[config.mk]
export PLATFORM = sky130hd
export DESIGN_NAME = shared_mem_arbiter
export DESIGN_NICKNAME = d
export VERILOG_FILES = /design/src/rtl/sma_pkg.sv /design/src/rtl/sma_grant_fsm.sv /design/src/rtl/sma_port_mux.sv /design/src/rtl/sma_wait_monitor.sv /design/src/rtl/shared_mem_arbiter.sv
export SDC_FILE = /design/constraint.sdc
export NUM_CORES = 1
export LEC_CHECK = 0
export BUFFER_PORTS_ARGS = -buffer_cell sky130_fd_sc_hd__buf_2
export CAP_MARGIN = 20
export CORE_AREA = 2 2 82 84
export CTS_CLUSTER_DIAMETER = 120
export DETAILED_ROUTE_END_ITERATION = 10
export DIE_AREA = 0 0 84 86
export PLACE_DENSITY = 0.81
export SLEW_MARGIN = 0
export SYNTH_ARGS = -nofsm -noshare
export SYNTH_HDL_FRONTEND = slang
export SYNTH_HIERARCHICAL = 1
export SYNTH_SLANG_ARGS = --single-unit
[constraint.sdc]
create_clock -name clk -period 5.7 [get_ports clk]
set_input_delay 0.57 -clock clk [delete_from_list [all_inputs] [get_ports clk]]
set_output_delay 0.57 -clock clk [all_outputs]
set_load 0.005 [all_outputs]
[src/rtl/sma_pkg.sv]
package sma_pkg;
  localparam int NUM_ENG  = 2;
  localparam int ENG_DISP = 0;
  localparam int ENG_CAM  = 1;

  typedef enum logic [1:0] {
    ST_IDLE = 2'd0,
    ST_DISP = 2'd1,
    ST_CAM  = 2'd2
  } arb_state_t;
endpackage

[src/rtl/sma_grant_fsm.sv]
module sma_grant_fsm
  import sma_pkg::*;
(
  input  logic               clk,
  input  logic               rst,
  input  logic [NUM_ENG-1:0] req,
  input  logic [NUM_ENG-1:0] done,
  output logic [NUM_ENG-1:0] gnt
);
  arb_state_t state_q;

  // Whole-transfer grant: idle -> owner -> idle, display checked first.
  always_ff @(posedge clk) begin
    if (rst) begin
      state_q <= ST_IDLE;
      gnt     <= '0;
    end else begin
      case (state_q)
        ST_IDLE: begin
          if (req[ENG_DISP]) begin
            state_q <= ST_DISP;
            gnt     <= NUM_ENG'(1) << ENG_DISP;
          end else if (req[ENG_CAM]) begin
            state_q <= ST_CAM;
            gnt     <= NUM_ENG'(1) << ENG_CAM;
          end
        end
        ST_DISP: begin
          if (done[ENG_DISP]) begin
            state_q <= ST_IDLE;
            gnt     <= '0;
          end
        end
        ST_CAM: begin
          if (done[ENG_CAM]) begin
            state_q <= ST_IDLE;
            gnt     <= '0;
          end
        end
        default: begin
          state_q <= ST_IDLE;
          gnt     <= '0;
        end
      endcase
    end
  end

  assert_one_grant_R1: assert property (@(posedge clk) disable iff (rst)
    $countones(gnt) <= 1);

  assert_disp_first_R2: assert property (@(posedge clk) disable iff (rst)
    (gnt == '0 && req[ENG_DISP]) |=> gnt[ENG_DISP]);

  assert_hold_disp_R3: assert property (@(posedge clk) disable iff (rst)
    (gnt[ENG_DISP] && !done[ENG_DISP]) |=> gnt[ENG_DISP]);

  assert_hold_cam_R3: assert property (@(posedge clk) disable iff (rst)
    (gnt[ENG_CAM] && !done[ENG_CAM]) |=> gnt[ENG_CAM]);

  assert_gap_disp_R4: assert property (@(posedge clk) disable iff (rst)
    (gnt[ENG_DISP] && done[ENG_DISP]) |=> gnt == '0);

  assert_gap_cam_R4: assert property (@(posedge clk) disable iff (rst)
    (gnt[ENG_CAM] && done[ENG_CAM]) |=> gnt == '0);

  assert_no_req_R10: assert property (@(posedge clk) disable iff (rst)
    (gnt == '0 && req == '0) |=> gnt == '0);
endmodule

[src/rtl/sma_port_mux.sv]
module sma_port_mux #(
  parameter int N      = 2,
  parameter int ADDR_W = 16,
  parameter int DATA_W = 32
) (
  input  logic [N-1:0]             gnt,
  input  logic [N-1:0]             rd,
  input  logic [N-1:0]             wr,
  input  logic [N-1:0][ADDR_W-1:0] addr,
  input  logic [N-1:0][DATA_W-1:0] wdata,
  input  logic                     mem_waitreq,
  output logic                     mem_read,
  output logic                     mem_write,
  output logic [ADDR_W-1:0]        mem_addr,
  output logic [DATA_W-1:0]        mem_wdata,
  output logic [N-1:0]             eng_waitreq
);
  logic [N-1:0]             rd_m;
  logic [N-1:0]             wr_m;
  logic [N-1:0][ADDR_W-1:0] addr_m;
  logic [N-1:0][DATA_W-1:0] wdata_m;

  // Per-engine gating: a term is live only under that engine's grant.
  for (genvar i = 0; i < N; i++) begin : g_eng
    assign rd_m[i]        = rd[i] & gnt[i];
    assign wr_m[i]        = wr[i] & gnt[i];
    assign addr_m[i]      = addr[i] & {ADDR_W{gnt[i]}};
    assign wdata_m[i]     = wdata[i] & {DATA_W{gnt[i]}};
    assign eng_waitreq[i] = gnt[i] ? mem_waitreq : 1'b1;
  end

  // AND-OR merge; grants are exclusive so at most one term is nonzero.
  always_comb begin
    mem_read  = 1'b0;
    mem_write = 1'b0;
    mem_addr  = '0;
    mem_wdata = '0;
    for (int i = 0; i < N; i++) begin
      mem_read  = mem_read | rd_m[i];
      mem_write = mem_write | wr_m[i];
      mem_addr  = mem_addr | addr_m[i];
      mem_wdata = mem_wdata | wdata_m[i];
    end
  end
endmodule

[src/rtl/sma_wait_monitor.sv]
module sma_wait_monitor #(
  parameter int LIMIT_W = 8,
  parameter int CNT_W   = 16
) (
  input  logic               clk,
  input  logic               rst,
  input  logic               waiting,
  input  logic [LIMIT_W-1:0] limit,
  output logic [CNT_W-1:0]   late_count
);
  logic [LIMIT_W:0] wait_q;
  logic [LIMIT_W:0] limit_ext;

  assign limit_ext = {1'b0, limit};

  // wait_q stops at limit+1, so each episode can count at most once.
  always_ff @(posedge clk) begin
    if (rst) begin
      wait_q     <= '0;
      late_count <= '0;
    end else if (!waiting) begin
      wait_q <= '0;
    end else begin
      if (wait_q <= limit_ext) wait_q <= wait_q + 1'b1;
      if (wait_q == limit_ext && late_count != '1)
        late_count <= late_count + 1'b1;
    end
  end

  assert_late_step_R8: assert property (@(posedge clk) disable iff (rst)
    (late_count != $past(late_count)) |-> (late_count == $past(late_count) + 1'b1));

  assert_late_sat_R8: assert property (@(posedge clk) disable iff (rst)
    ($past(late_count) == '1) |-> (late_count == '1));
endmodule

[src/rtl/shared_mem_arbiter.sv]
module shared_mem_arbiter
  import sma_pkg::*;
#(
  parameter int ADDR_W  = 16,
  parameter int DATA_W  = 32,
  parameter int LIMIT_W = 8,
  parameter int CNT_W   = 16
) (
  input  logic               clk,
  input  logic               rst,
  input  logic               disp_req,
  input  logic               disp_done,
  input  logic               disp_read,
  input  logic [ADDR_W-1:0]  disp_addr,
  output logic               disp_waitreq,
  output logic [DATA_W-1:0]  disp_rdata,
  output logic               disp_gnt,
  input  logic               cam_req,
  input  logic               cam_done,
  input  logic               cam_write,
  input  logic [ADDR_W-1:0]  cam_addr,
  input  logic [DATA_W-1:0]  cam_wdata,
  output logic               cam_waitreq,
  output logic               cam_gnt,
  output logic               mem_read,
  output logic               mem_write,
  output logic [ADDR_W-1:0]  mem_addr,
  output logic [DATA_W-1:0]  mem_wdata,
  input  logic [DATA_W-1:0]  mem_rdata,
  input  logic               mem_waitreq,
  input  logic [LIMIT_W-1:0] wait_limit,
  output logic [CNT_W-1:0]   late_count
);
  logic [NUM_ENG-1:0]             req_v, done_v, gnt_v, rd_v, wr_v, wreq_v;
  logic [NUM_ENG-1:0][ADDR_W-1:0] addr_v;
  logic [NUM_ENG-1:0][DATA_W-1:0] wdata_v;

  always_comb begin
    req_v            = '0;
    done_v           = '0;
    rd_v             = '0;
    wr_v             = '0;
    addr_v           = '0;
    wdata_v          = '0;
    req_v[ENG_DISP]  = disp_req;
    req_v[ENG_CAM]   = cam_req;
    done_v[ENG_DISP] = disp_done;
    done_v[ENG_CAM]  = cam_done;
    rd_v[ENG_DISP]   = disp_read;
    wr_v[ENG_CAM]    = cam_write;
    addr_v[ENG_DISP] = disp_addr;
    addr_v[ENG_CAM]  = cam_addr;
    wdata_v[ENG_CAM] = cam_wdata;
  end

  sma_grant_fsm u_fsm (
    .clk  (clk),
    .rst  (rst),
    .req  (req_v),
    .done (done_v),
    .gnt  (gnt_v)
  );

  sma_port_mux #(.N(NUM_ENG), .ADDR_W(ADDR_W), .DATA_W(DATA_W)) u_mux (
    .gnt         (gnt_v),
    .rd          (rd_v),
    .wr          (wr_v),
    .addr        (addr_v),
    .wdata       (wdata_v),
    .mem_waitreq (mem_waitreq),
    .mem_read    (mem_read),
    .mem_write   (mem_write),
    .mem_addr    (mem_addr),
    .mem_wdata   (mem_wdata),
    .eng_waitreq (wreq_v)
  );

  sma_wait_monitor #(.LIMIT_W(LIMIT_W), .CNT_W(CNT_W)) u_mon (
    .clk        (clk),
    .rst        (rst),
    .waiting    (cam_req & ~gnt_v[ENG_CAM]),
    .limit      (wait_limit),
    .late_count (late_count)
  );

  assign disp_gnt     = gnt_v[ENG_DISP];
  assign cam_gnt      = gnt_v[ENG_CAM];
  assign disp_waitreq = wreq_v[ENG_DISP];
  assign cam_waitreq  = wreq_v[ENG_CAM];
  assign disp_rdata   = mem_rdata;

  assert_route_disp_R5: assert property (@(posedge clk) disable iff (rst)
    disp_gnt |-> (mem_addr == disp_addr && mem_read == disp_read && !mem_write));

  assert_route_cam_R5: assert property (@(posedge clk) disable iff (rst)
    cam_gnt |-> (mem_addr == cam_addr && mem_wdata == cam_wdata &&
                 mem_write == cam_write && !mem_read));

  assert_steer_disp_R6: assert property (@(posedge clk) disable iff (rst)
    disp_gnt |-> (disp_waitreq == mem_waitreq && cam_waitreq));

  assert_steer_cam_R6: assert property (@(posedge clk) disable iff (rst)
    cam_gnt |-> (cam_waitreq == mem_waitreq && disp_waitreq));

  assert_quiet_idle_R7: assert property (@(posedge clk) disable iff (rst)
    (!disp_gnt && !cam_gnt) |-> (!mem_read && !mem_write));
endmodule

==> impl_results.md <==
- Post-CTS setup buffer count: 0
- Fin crit period: 2.37 ns
- Placed cell count: 492
- CP max-delay cell: dfxtp_2
- CTS tree: done
- Final GP Congestion: 0.821
- Post-Syn Area: 2400 um^2
- CP cell instances: a22o_1 > buf_2
- Largest net degree at the start of global routing: 57
- Post-layout net count: 543
- Height of the die: 86 um
- Post-CTS Resized: 0
- Starting DRT DRC Count: 108
- Max-cap violations: 0
- CP Capture Point: mem_addr[4]
- CTS Hold Bufs: 0
- Wirelength per Cell: 17.1 um
- Tcrit/Tclk final: 41.6%
- Antenna violations before repair: 0
- Top cell type's share of synthesized area: 22.6%
- Post-synth EDFFs: 0
- Status: finished, final reports clean
- Row count: 29
- Starting density of the core: 38.2%
- Dominant cells by area after synthesis: dfxtp_1 23%, a22o_1 18%, buf_4 10%
- Final hold violation count: 0
- Post-route setup TNS: 0 ns
- Setup slack, reg-to-reg: 3.56 ns
- Switching pwr: 0.000129 W
- Fin. max-slew vios: 0
- Worst Setup Path Type: flip-flop to output port
- Layout Utilization: 48.1%
- Peak supply drop: 0.165 mV
- Crit path DAT: 1.80 ns
- Die width: 84 um
- Port-buffer cells: 150
- Yosys reg bits: 27
- Area Growth Syn to Fin: 26.0%
- Core Area: 6280 um^2
- Post-synth top cells: 50 x a22o_1, 33 x buf_4, 27 x dfxtp_1
- Most common cell in the netlist: a22o_1
- Final setup vio count: 0
- First-pass DRT Iterations: 4
- Worst setup SP type: flip-flop
- Clk root buf: clkbuf_8
- Total CTS buffers: 3
- Syn avg cell area: ~8.5 um^2
- Sequential fraction of design power: 47.5%
- Seq. cell area: 543 um^2
- Worst-path clk slew: 0.10 ns
- R2r startpoint: u_mon/wait_q[2]
- Seq/Total Area, Yosys: between 20% and 30%
- H-Tree Level Count: 1
- Clk_skew: 0.00394 ns
- CP peak stage delay: 1.02 ns
- Worst-margin pin slew: 1.02 ns
- Power Density: 144 nW/um^2
- Combinational Power Share: 26.4%
- Top FF cell, synth: dfxtp_1
- Worst path depth: 2
- Non-filler cells, final: 496
- RSZ-0062 raised after global routing: false
- Num ports: 215
- Dpl hpwl: 6.71 mm
- First-pass GRT wire length: 12.3 mm
- Post-route DRC: 0
- Drt via density: 5.26
- Buf/Inv on CP: 1
- Asr flop ratio synth: 0%
- Antenna Cells: 0
- Cells after Synth: 281
- Synth warnings: 6
- Gr usage total: 21.4%
- Sink Count: 27
- Filler cell count: between 600 and 700
- Routed Antenna Nets: 0
- Number of global-route vias before repair: approximately 2,400
- Layout cells sized above 1: 39.4%
- Reg-to-reg endpoint: u_mon/wait_q[3]
- Max_slew headroom: 32.3%
- Synth cell types: 47
- WP data required: approximately 5 ns
- Largest fanout on the critical path: 55
- Clock share of power: about a quarter
- GRT overflow: 0
- Multi-input logic area: 1540 um^2
- WL final: ~8.5 mm
- Die ar.: around 7200 um^2
- Critical Path End Type: output port
- CP top delay family: flip-flops
- Switching Fraction: 29.8%
- Leakage Power: ~1.5 nW
- P_int: slightly above 0.0003 W
- Worst-case clock buffer depth: 2
- Synth area leader: dfxtp_1
- Worst skew pair latency: roughly 0.27 ns
- Total number of vias: roughly 2,600
- Crit path launch: u_fsm/state_q[0]
- Max Clk Rate: 422 MHz
- Reg2Reg Depth: 6
- Worst hold path class: flip-flop to flip-flop
## metal layers
layer | vias up | GRT usage (%) | part of all wire [%] | wire length (um)
met3 | 4 | 7.89 | 10 | 857
met1 | 1213 | 27.7 | 44 | 3720
met4 | 0 | 3.67 | 0.67 | 57
met5 | - | 0 | 0 | 0
li1 | 1255 | - | - | -
met2 | 139 | 34.7 | 45 | 3850
## placed cells by master, fill, tap and decap left out, types with 2 or more instances in the layout
master	count
ha_1	10
nor2b_1	2
a21oi_1	14
clkbuf_8	3
a211oi_1	7
and3_1	4
conb_1	34
and2_1	4
nand2b_1	5
xnor2_1	10
dfxtp_1	25
buf_2	150
nor3_1	3
o21ai_0	6
o31ai_1	4
nand4_1	5
a22o_1	50
and4_1	2
nand3_1	7
or3_1	2
nor2_1	16
nand2_1	14
nand4b_1	3
dfxtp_2	2
inv_1	11
nor4_1	4
or4_1	3
## power by group through the flow
stage / logic, W / registers [W] / clock network, W
after floorplan: 0.0000876 / 0.000197 / 0
after global placement: 0.000112 / 0.000210 / 0
after detailed placement: 0.000113 / 0.000210 / 0
after CTS: 0.000114 / 0.000206 / 0.000115
after global routing: 0.000124 / 0.000207 / 0.000123
final: 0.000114 / 0.000206 / 0.000114
## through the flow
stage / worst slack (ns) / hold slack, ns / power (W) / instance area (um^2)
6_report: 3.33 / 0.511 / 0.000434 / 3020
5_1_grt: 3.24 / 0.538 / 0.000455 / 3020
4_1_cts: 3.34 / 0.511 / 0.000436 / 3020
3_5_place_dp: 3.32 / 0.493 / 0.000324 / 2970
3_3_place_gp: 3.38 / 0.482 / 0.000322 / 2970
2_1_floorplan: 3.50 / 0.464 / 0.000284 / 2520
## worst min-delay path by stage
stage	slack, ns	cells past startpoint	start	end
finish	0.51	2	u_mon/late_count[7]	u_mon/late_count[7]
global route	0.54	2	u_mon/wait_q[1]	u_mon/wait_q[1]
CTS	0.51	2	u_mon/late_count[7]	u_mon/late_count[7]
detailed placement	0.49	2	u_mon/late_count[7]	u_mon/late_count[7]
global placement	0.48	2	u_mon/late_count[5]	u_mon/late_count[5]
floorplan	0.46	2	u_mon/wait_q[6]	u_mon/wait_q[6]
## cell type report
type | count | area share, %
clock inverters | 1 | 0.249
multi-input cells | 227 | 51.0
inverters | 11 | 1.37
repair buffers | 150 | 24.9
flip-flops and latches | 27 | 18.0
clock buffers | 3 | 1.37
well taps | 77 | 3.19
## flip-flops by register name (all words and copies together) (netlist names)
signal and cells:
u_fsm/state_q 2, u_mon/wait_q 9, u_mon/late_count 16
## worst register-to-register path, delay by kind of cell, from the launching register on
kind | cells | cell delay, ns
fa+ha+maj | 1 | 0.29
simple gates | 1 | 0.50
compound gates | 4 | 0.85
flops | 1 | 0.43
## cell families (layout without fill, tap and decap cells)
logic type / after synthesis / in the layout / synth area share (%)
AOI/OAI and AO/OA: 87 / 87 / 28.4
xor gates and xnor gates: 11 / 11 / 4.02
DFF: 27 / 27 / 22.6
adders and majority gates: 10 / 10 / 5.22
other: 1 / 34 / 0.157
and+or+nand+nor: 83 / 83 / 20.4
buffers and inverters: 60 / 165 / 18.4
muxes: 2 / 2 / 0.888
(Power assumes the default switching activity.)
